$ cat config.mk
export PLATFORM = sky130hd
export DESIGN_NAME = uart_rx_status
export DESIGN_NICKNAME = d
export VERILOG_FILES = /design/src/rtl/uart_rx_pkg.sv /design/src/rtl/uart_rx_sync.sv /design/src/rtl/uart_rx_engine.sv /design/src/rtl/uart_rx_buffer.sv /design/src/rtl/uart_rx_status.sv
export SDC_FILE = /design/constraint.sdc
export NUM_CORES = 1
export LEC_CHECK = 0
export BUFFER_PORTS_ARGS = -buffer_cell sky130_fd_sc_hd__buf_4
export CAP_MARGIN = 15
export CORE_AREA = 2 2 87 89
export CTS_CLUSTER_DIAMETER = 100
export DETAILED_ROUTE_END_ITERATION = 10
export DIE_AREA = 0 0 89 91
export PLACE_DENSITY_LB_ADDON = 0.1
export SETUP_SLACK_MARGIN = 0.5
export SYNTH_ARGS = -nofsm -noshare
export SYNTH_HDL_FRONTEND = slang
export SYNTH_HIERARCHICAL = 1
export SYNTH_SLANG_ARGS = --single-unit
$ cat constraint.sdc
create_clock -name clk -period 3.9 [get_ports clk]
set_clock_uncertainty 0.05 [all_clocks]
set_input_delay 0.195 -clock clk [delete_from_list [all_inputs] [get_ports clk]]
set_output_delay 0.195 -clock clk [all_outputs]
set_load 0.005 [all_outputs]
$ cat src/rtl/uart_rx_pkg.sv
package uart_rx_pkg;
  localparam int FRAME_W = 10;
  localparam int WORD_W  = 16;
  typedef enum logic [1:0] {ST_IDLE, ST_START, ST_DATA} rx_state_e;
endpackage

$ cat src/rtl/uart_rx_sync.sv
module uart_rx_sync (
  input  logic clk,
  input  logic rst_n,
  input  logic rx_pin,
  output logic rx_s
);
  logic meta;
  logic [1:0] warm;

  always_ff @(posedge clk) begin
    if (!rst_n) begin
      meta <= 1'b1;
      rx_s <= 1'b1;
      warm <= '0;
    end else begin
      meta <= rx_pin;
      rx_s <= meta;
      if (warm != 2'd3) warm <= warm + 2'd1;
    end
  end

  // synchronised level is the pin two cycles back
  assert_pin_mirror_R8: assert property (@(posedge clk) disable iff (!rst_n)
    (warm == 2'd3) |-> (rx_s == $past(rx_pin, 2)));
endmodule

$ cat src/rtl/uart_rx_engine.sv
module uart_rx_engine
  import uart_rx_pkg::*;
#(
  parameter int DIV_W = 16
) (
  input  logic               clk,
  input  logic               rst_n,
  input  logic               rx_s,
  input  logic [DIV_W-1:0]   divisor,
  input  logic               long_mode,
  output logic               done,
  output logic [FRAME_W-1:0] frame
);
  localparam int IDX_W = $clog2(FRAME_W + 1);

  rx_state_e          state;
  logic               rx_prev;
  logic [DIV_W-1:0]   cnt;
  logic [IDX_W-1:0]   bitidx;
  logic [IDX_W-1:0]   last_idx;
  logic [FRAME_W-1:0] sr;
  logic [DIV_W-1:0]   half_m1;

  assign last_idx = long_mode ? IDX_W'(FRAME_W - 1) : IDX_W'(FRAME_W - 2);
  assign half_m1  = (divisor >> 1) - DIV_W'(1);

  always_ff @(posedge clk) begin
    if (!rst_n) begin
      state   <= ST_IDLE;
      rx_prev <= 1'b1;
      cnt     <= '0;
      bitidx  <= '0;
      sr      <= '0;
      done    <= 1'b0;
    end else begin
      rx_prev <= rx_s;
      done    <= 1'b0;
      case (state)
        ST_IDLE: begin
          if (rx_prev && !rx_s) begin
            state <= ST_START;
            cnt   <= half_m1;
          end
        end
        ST_START: begin
          if (cnt != '0) cnt <= cnt - DIV_W'(1);
          else if (!rx_s) begin
            state  <= ST_DATA;
            cnt    <= divisor - DIV_W'(1);
            bitidx <= '0;
          end else begin
            state <= ST_IDLE;
          end
        end
        ST_DATA: begin
          if (cnt != '0) cnt <= cnt - DIV_W'(1);
          else begin
            sr <= {rx_s, sr[FRAME_W-1:1]};
            if (bitidx == last_idx) begin
              done  <= 1'b1;
              state <= ST_IDLE;
            end else begin
              bitidx <= bitidx + IDX_W'(1);
              cnt    <= divisor - DIV_W'(1);
            end
          end
        end
        default: state <= ST_IDLE;
      endcase
    end
  end

  // Short frames sit in the top nine bits; stop is copied into bit 8.
  assign frame = long_mode ? sr : {sr[FRAME_W-1], sr[FRAME_W-1:1]};

  // bit counter never runs past the selected frame length
  assert_bit_index_R3: assert property (@(posedge clk) disable iff (!rst_n)
    (state == ST_DATA) |-> (bitidx <= last_idx));
  // completion is a single-cycle event
  assert_done_single_R4: assert property (@(posedge clk) disable iff (!rst_n)
    done |=> !done);
  // a start check that sees a high line returns to idle without loading
  assert_glitch_reject_R9: assert property (@(posedge clk) disable iff (!rst_n)
    (state == ST_START && cnt == '0 && rx_s) |=> (state == ST_IDLE && !done));
endmodule

$ cat src/rtl/uart_rx_buffer.sv
module uart_rx_buffer
  import uart_rx_pkg::*;
(
  input  logic               clk,
  input  logic               rst_n,
  input  logic               load,
  input  logic [FRAME_W-1:0] frame,
  input  logic               rbf_clr,
  output logic [FRAME_W-1:0] rx_buf,
  output logic               rbf,
  output logic               ovr
);
  always_ff @(posedge clk) begin
    if (!rst_n) begin
      rx_buf <= '0;
      rbf    <= 1'b0;
      ovr    <= 1'b0;
    end else begin
      if (load) rx_buf <= frame;
      if (load) rbf <= 1'b1;
      else if (rbf_clr) rbf <= 1'b0;
      if (rbf_clr) ovr <= 1'b0;
      else if (load && rbf) ovr <= 1'b1;
    end
  end

  assert_load_sets_full_R4: assert property (@(posedge clk) disable iff (!rst_n)
    load |=> rbf);
  assert_overrun_flags_R5: assert property (@(posedge clk) disable iff (!rst_n)
    (load && rbf && !rbf_clr) |=> ovr);
  assert_overrun_needs_full_R5: assert property (@(posedge clk) disable iff (!rst_n)
    ovr |-> rbf);
  assert_clear_both_R6: assert property (@(posedge clk) disable iff (!rst_n)
    (rbf_clr && !load) |=> (!rbf && !ovr && $stable(rx_buf)));
endmodule

$ cat src/rtl/uart_rx_status.sv
module uart_rx_status
  import uart_rx_pkg::*;
#(
  parameter int DIV_W = 16
) (
  input  logic              clk,
  input  logic              rst_n,
  input  logic              rx_pin,
  input  logic [DIV_W-1:0]  divisor,
  input  logic              long_mode,
  input  logic              tbe_in,
  input  logic              tsre_in,
  input  logic              rbf_clr,
  output logic [WORD_W-1:0] status_word,
  output logic              rbf_irq
);
  logic               rx_s;
  logic               done;
  logic [FRAME_W-1:0] frame;
  logic [FRAME_W-1:0] rx_buf;
  logic               rbf;
  logic               ovr;

  uart_rx_sync u_sync (
    .clk(clk), .rst_n(rst_n), .rx_pin(rx_pin), .rx_s(rx_s)
  );

  uart_rx_engine #(.DIV_W(DIV_W)) u_engine (
    .clk(clk), .rst_n(rst_n), .rx_s(rx_s), .divisor(divisor),
    .long_mode(long_mode), .done(done), .frame(frame)
  );

  uart_rx_buffer u_buffer (
    .clk(clk), .rst_n(rst_n), .load(done), .frame(frame),
    .rbf_clr(rbf_clr), .rx_buf(rx_buf), .rbf(rbf), .ovr(ovr)
  );

  assign status_word = {ovr, rbf, tbe_in, tsre_in, rx_s, 1'b0, rx_buf};
  assign rbf_irq     = rbf;

  // the transmitter mirrors track their inputs in the same cycle
  assert_tx_mirror_R7: assert property (@(posedge clk) disable iff (!rst_n)
    (status_word[13] == tbe_in) && (status_word[12] == tsre_in));
endmodule

Word-level counts from Yosys, hierarchy flattened
Cells that the tools add are included.
{"block": "totals", "reg_bits": 48, "inputBits": 23, "out_inout_bits": 17, "wordCells": 65}
{"block": "classes", "n_addsub": 4, "n_eq_ne": 11, "muxes": 22, "bitwise_logic": 3, "reduce_logical": 14}
{"op": "$mux W16", "count": 5}
{"op": "$pmux W16 S3", "count": 1}
{"op": "$sub A16 B1 Y16 const B", "count": 2}
{"op": "$mux W4", "count": 4}
{"op": "$reduce_bool A16 Y1", "count": 1}
{"op": "$sub A15 B1 Y16 const B", "count": 1}
{"op": "$mux W2", "count": 5}
{"op": "$mux W9", "count": 1}
{"op": "$ne A2 B2 Y1 const B", "count": 4}
{"op": "$pmux W4 S2", "count": 1}
{"op": "$reduce_and A4 Y1", "count": 2}
{"op": "$ne A3 B2 Y1 const B", "count": 2}
{"op": "$pmux W2 S3", "count": 1}
{"op": "$reduce_and A5 Y1", "count": 1}
{"op": "$add A4 B1 Y4 const B", "count": 1}
{"op": "$eq A4 B4 Y1", "count": 1}
{"op": "$mux W1", "count": 4}
{"op": "$ne A2 B1 Y1 const B", "count": 2}
{"op": "$reduce_bool A2 Y1", "count": 2}
{"op": "$not A1 Y1", "count": 3}
{"op": "$reduce_bool A3 Y1", "count": 1}
{"op": "$reduce_or A3 Y1", "count": 1}
{"op": "$eq A2 B1 Y1 const B", "count": 1}
{"op": "$eq A2 B2 Y1 const B", "count": 1}
{"op": "5 further kinds", "count": 6}

Logic depth before layout (Yosys ltp)
{"block": "logic_depth", "depth_word": 5, "depth_mapped": 14, "mapped_depth_nobuf": 13}

By module
The synthesis kept the hierarchy.
{"module": "uart_rx_engine", "instances": 1, "cells_each": 282, "area_each_um2": 2255.9}
{"module": "uart_rx_buffer", "instances": 1, "cells_each": 38, "area_each_um2": 452.9}
{"module": "uart_rx_sync", "instances": 1, "cells_each": 4, "area_each_um2": 52.6}
{"module": "uart_rx_status", "instances": 1, "cells_each": 7, "area_each_um2": 48.8}

Worst setup path before layout
OpenSTA, ideal clock, no wires.
{"block": "synth_path", "kind": "register to register", "start": "register u_engine.state[0]", "end": "register u_engine.cnt[14]", "setup_ps": 74, "arrival_time_ps": 2820, "t_required_ps": 3776, "path_slack_ps": 956, "stages_incl_launch_ff": 15, "path_buffers": 3, "path_cell_list": "dfxtp_1 inv_1 ha_1 buf_6 clkbuf_1 clkbuf_1 nand2_1 o21ai_0 ha_1 and2_1 o311ai_1 a21oi_2 nand2_1 or3_1 a31oi_1"}
{"block": "synth_via", "elab_chain_cells": 3}
{"item": "from (decl)", "line": "uart_rx_engine.sv:16", "rtl": "rx_state_e state;"}
{"item": "from (signal assigned)", "line": "uart_rx_engine.sv:29", "rtl": "state <= ST_IDLE;"}
{"item": "from (signal assigned)", "line": "uart_rx_engine.sv:41", "rtl": "state <= ST_START;"}
{"item": "from (signal assigned)", "line": "uart_rx_engine.sv:48", "rtl": "state <= ST_DATA;"}
{"item": "$eq A2 B2 Y1 (tied with other cells)", "line": "uart_rx_engine.sv:38", "rtl": "case (state)"}
{"item": "$ne A3 B2 Y1 (no line) (tied with other cells)"}
{"item": "$reduce_and A4 Y1 (no line)"}
{"item": "to (signal assigned)", "line": "uart_rx_engine.sv:42", "rtl": "cnt <= half_m1;"}
{"item": "to (signal assigned)", "line": "uart_rx_engine.sv:46", "rtl": "if (cnt != '0) cnt <= cnt - DIV_W'(1);"}
{"item": "to (signal assigned)", "line": "uart_rx_engine.sv:49", "rtl": "cnt <= divisor - DIV_W'(1);"}
{"item": "to (decl)", "line": "uart_rx_engine.sv:18", "rtl": "logic [DIV_W-1:0] cnt;"}
Parallel ways exist; a longest one is shown, timed or not.
A chain may end at the register's enable or synchronous reset.

Final worst setup path
{"block": "layout_path", "start": "register u_engine.state[0]", "end": "register u_engine.cnt[15]"}
The elaborated chain is that of the path after synthesis.

==> metrics.csv <==
stage;metric;value;unit
clock_tree;cts-buffers-inserted;5;
global_route;grt_antenna_before_repair;0;
die;fp.dieH;91;um
placed_design;hpwl;4760;um
yosys;ys_seq_area_share;34.2;%
min_path;min_path_cells;2;
cells_and_area;finalNetCount;380;
critical_path;cp_num_buf_inv;1;
routing;wl_met1;3320;um
critical_path;worstPathMaxFanout;19;
critical_path;reg2regPathDepth;9;
clock_tree;clkTransAtPathRegs;100;ps
routing;postRouteWirelength;6600;um
global_route;grt_pass1_vias;2208;
routing;vias_per_cell;5.27;
sta;slew_headroom;55.3;%
yosys;synth_area_per_cell;8.49;um2
routing;drc;0;
yosys;synth-seq-cells;48;
cells_and_area;drive_above_1_share;19.0;%
clock_tree;clk_path_buf_depth;2;
sta;rsz0062_at_grt;no;
power;p_leak;1.18;nW
critical_path;path_cells;inv_1 -> ha_2 -> nor4b_2 -> o21bai_1 -> or3_1 -> a21oi_4 -> nand2_4 -> or4_1 -> a31oi_1;
sta;worst_slew_pin_slew;661;ps
die;fp-row-count;31;
routing;wl_met3;213;um
global_route;grt-ovfl-total;0;
routing;highest_layer;met4;
sta;fmax;0.329;GHz
yosys;synth_async_sr_flop_share;0;%
clock_tree;clk_latency;310;ps
global_route;track_usage;16.8;%
die;core_region_area;7140;um2
critical_path;start_kind;register;
cells_and_area;final_core_util;44.8;%
critical_path;cp-end-kind;register;
yosys;synth-edff-count;0;
yosys;yosysUniqueCellTypes;59;
yosys;yosys_warnings;6;
cells_and_area;antenna_cells;0;
clock_tree;cts_num_sinks;48;
global_route;grt_max_degree;34;
sta;min_period_over_period;78.0;%
flow_run;cap_violations;0;
clock_tree;tritoncts;yes;
routing;antenna_left;0;
critical_path;cpPeakStageDelay;580;ps
sta;hold_viol;0;
die;initial_core_util;39.4;%
status;outcome;finished clean;
power;ir_drop;190;uV
critical_path;crit_family;simple AND/OR/NAND/NOR gates;
global_route;grt_pass1_wl;10900;um
routing;dr.pass1.iters;4;
yosys;syn-num-nets;360;
yosys;synthCells;331;
routing;routedWlPerCell;14.6;um
routing;route.met2.wl;3010;um
min_path;hold_path_class;in -> reg;
critical_path;cp.depth;9;
die;die_w;89;um
power;power.density;462;nW/um2
routing;num_vias;2377;
yosys;synthesis.area;2810;um2
sta;setup_viol;0;
placed_design;port_buffers;34;
die;dieArea;8100;um2
clock_tree;clockRootBuffer;clkbuf_8;
sta;finalSetupTns;0;ps
placed_design;place.gp.congestion;0.837;
critical_path;arrival;3230;ps
critical_path;crit_required;4080;ps
cells_and_area;fill_cells;762;
cells_and_area;area_growth;13.8;%
sta;whs;12.9;ps
yosys;synthFlopType;dfxtp_1;
critical_path;path_class;reg -> reg;
sta;final.min_clock_period;3040;ps
sta;finalMaxSlewViolations;0;
critical_path;cpMaxStageDelayCell;ha_2;
routing;drtIter0Drc;154;
clock_tree;htreeDepth;2;
die;io_pins;40;
==> final timing paths <==
check	startpoint	end	slack [ps]
setup reg to reg	u_engine/state[0]	u_engine/cnt[15]	860
setup / recovery	u_engine/state[0]	u_engine/cnt[15]	860
hold / removal	rx_pin	u_sync/meta	10
hold reg to reg	u_sync/meta	u_sync/rx_s	380
==> kinds of logic (layout without fill, tap and decap cells) <==
kind of cell             count (synthesis)  after routing  synth area share [%]
AO/OA/AOI/OAI                           95             95                  22.9
XOR/XNOR                                 9              9                  2.81
multiplexers                            28             28                  10.8
other                                    1              1                 0.133
buffers and inverters                   30             51                  5.65
flip-flops                              48             48                  34.2
adder cells (fa/ha/maj)                  6              6                  2.67
AND/OR/NAND/NOR                        114            114                  20.8
==> what timing repair did <==
action	in CTS	in global routing
resized for setup	0	1
endpoints found under the hold margin	1	0
setup endpoints to repair	0	2
setup buffers	0	0
hold buffers	1	0
==> layout by cell type, fill, tap and decap left out, types with 3 or more instances in the layout <==
master	synthesis	final
nor3_1	3	3
inv_1	3	3
dfxtp_1	48	48
nand3_1	3	3
mux2_2	9	9
o21bai_1	4	4
nand4_1	4	4
a211oi_1	5	5
a21oi_1	27	27
nor2_1	26	26
xnor2_1	7	7
o21ai_0	23	23
and3_1	6	6
nand2b_1	8	8
buf_4	7	37
nor2b_1	13	13
or3_1	3	3
clkbuf_8	0	5
mux2i_1	18	18
a311oi_1	3	3
and2_1	3	3
ha_1	6	5
nand2_1	35	35
a31oi_1	7	7
==> area by class of cell <==
type	count	area, um2	share of cell area [%]
Multi-Input combinational cell	253	1690	52.9
Clock inverter	3	46.3	1.45
Timing Repair Buffer	38	288	8.99
Sequential cell	48	961	30.0
Tap cell	99	124	3.87
Clock buffer	5	68.8	2.15
Inverter	5	18.8	0.587
==> state kept, by name, indices dropped and copies added, names as in the netlist <==
name              flops
u_sync/meta           1
u_buffer/ovr          1
u_buffer/rx_buf      10
u_engine/rx_prev      1
u_buffer/rbf          1
u_sync/rx_s           1
u_engine/state        2
u_engine/cnt         16
u_engine/done         1
u_engine/bitidx       4
u_engine/sr          10
==> metal layers <==
metal | up-vias | GRT usage (%)
li1 | 1223 | -
met1 | 1108 | 24.7
met2 | 40 | 25.9
met3 | 6 | 2.73
met4 | 0 | 3.61
met5 | - | 0
==> power breakdown <==
part	switching [mW]	total, mW	internal, mW
clock network	0.184	0.378	0.193
logic	0.321	0.519	0.197
registers	0.0479	0.581	0.533
total	0.553	1.48	0.924
==> through the flow <==
stage	setup slack [ps]	cell area, um2	cells	total power, mW
2_1_floorplan	956	2810	331	0.986
3_3_place_gp	785	3070	442	1.11
3_5_place_dp	686	3070	442	1.10
4_1_cts	662	3200	451	1.49
5_1_grt	611	3200	451	1.58
6_report	856	3200	451	1.48
==> synthesized netlist by cell type, drive strengths merged (7+ instances only) <==
library cell  instances  area share [%]
clkbuf               12             1.6
nand2b                8             1.8
nand2                36             5.1
a31oi                 7             1.6
dfxtp                48              34
mux2i                19             7.2
nor2b                13             2.9
nor2                 26             3.5
mux2                  9             3.6
buf                  13             3.4
xnor2                 7             2.2
o21ai                24             4.3
a21oi                30             6.0
(Power assumes the default switching activity.)
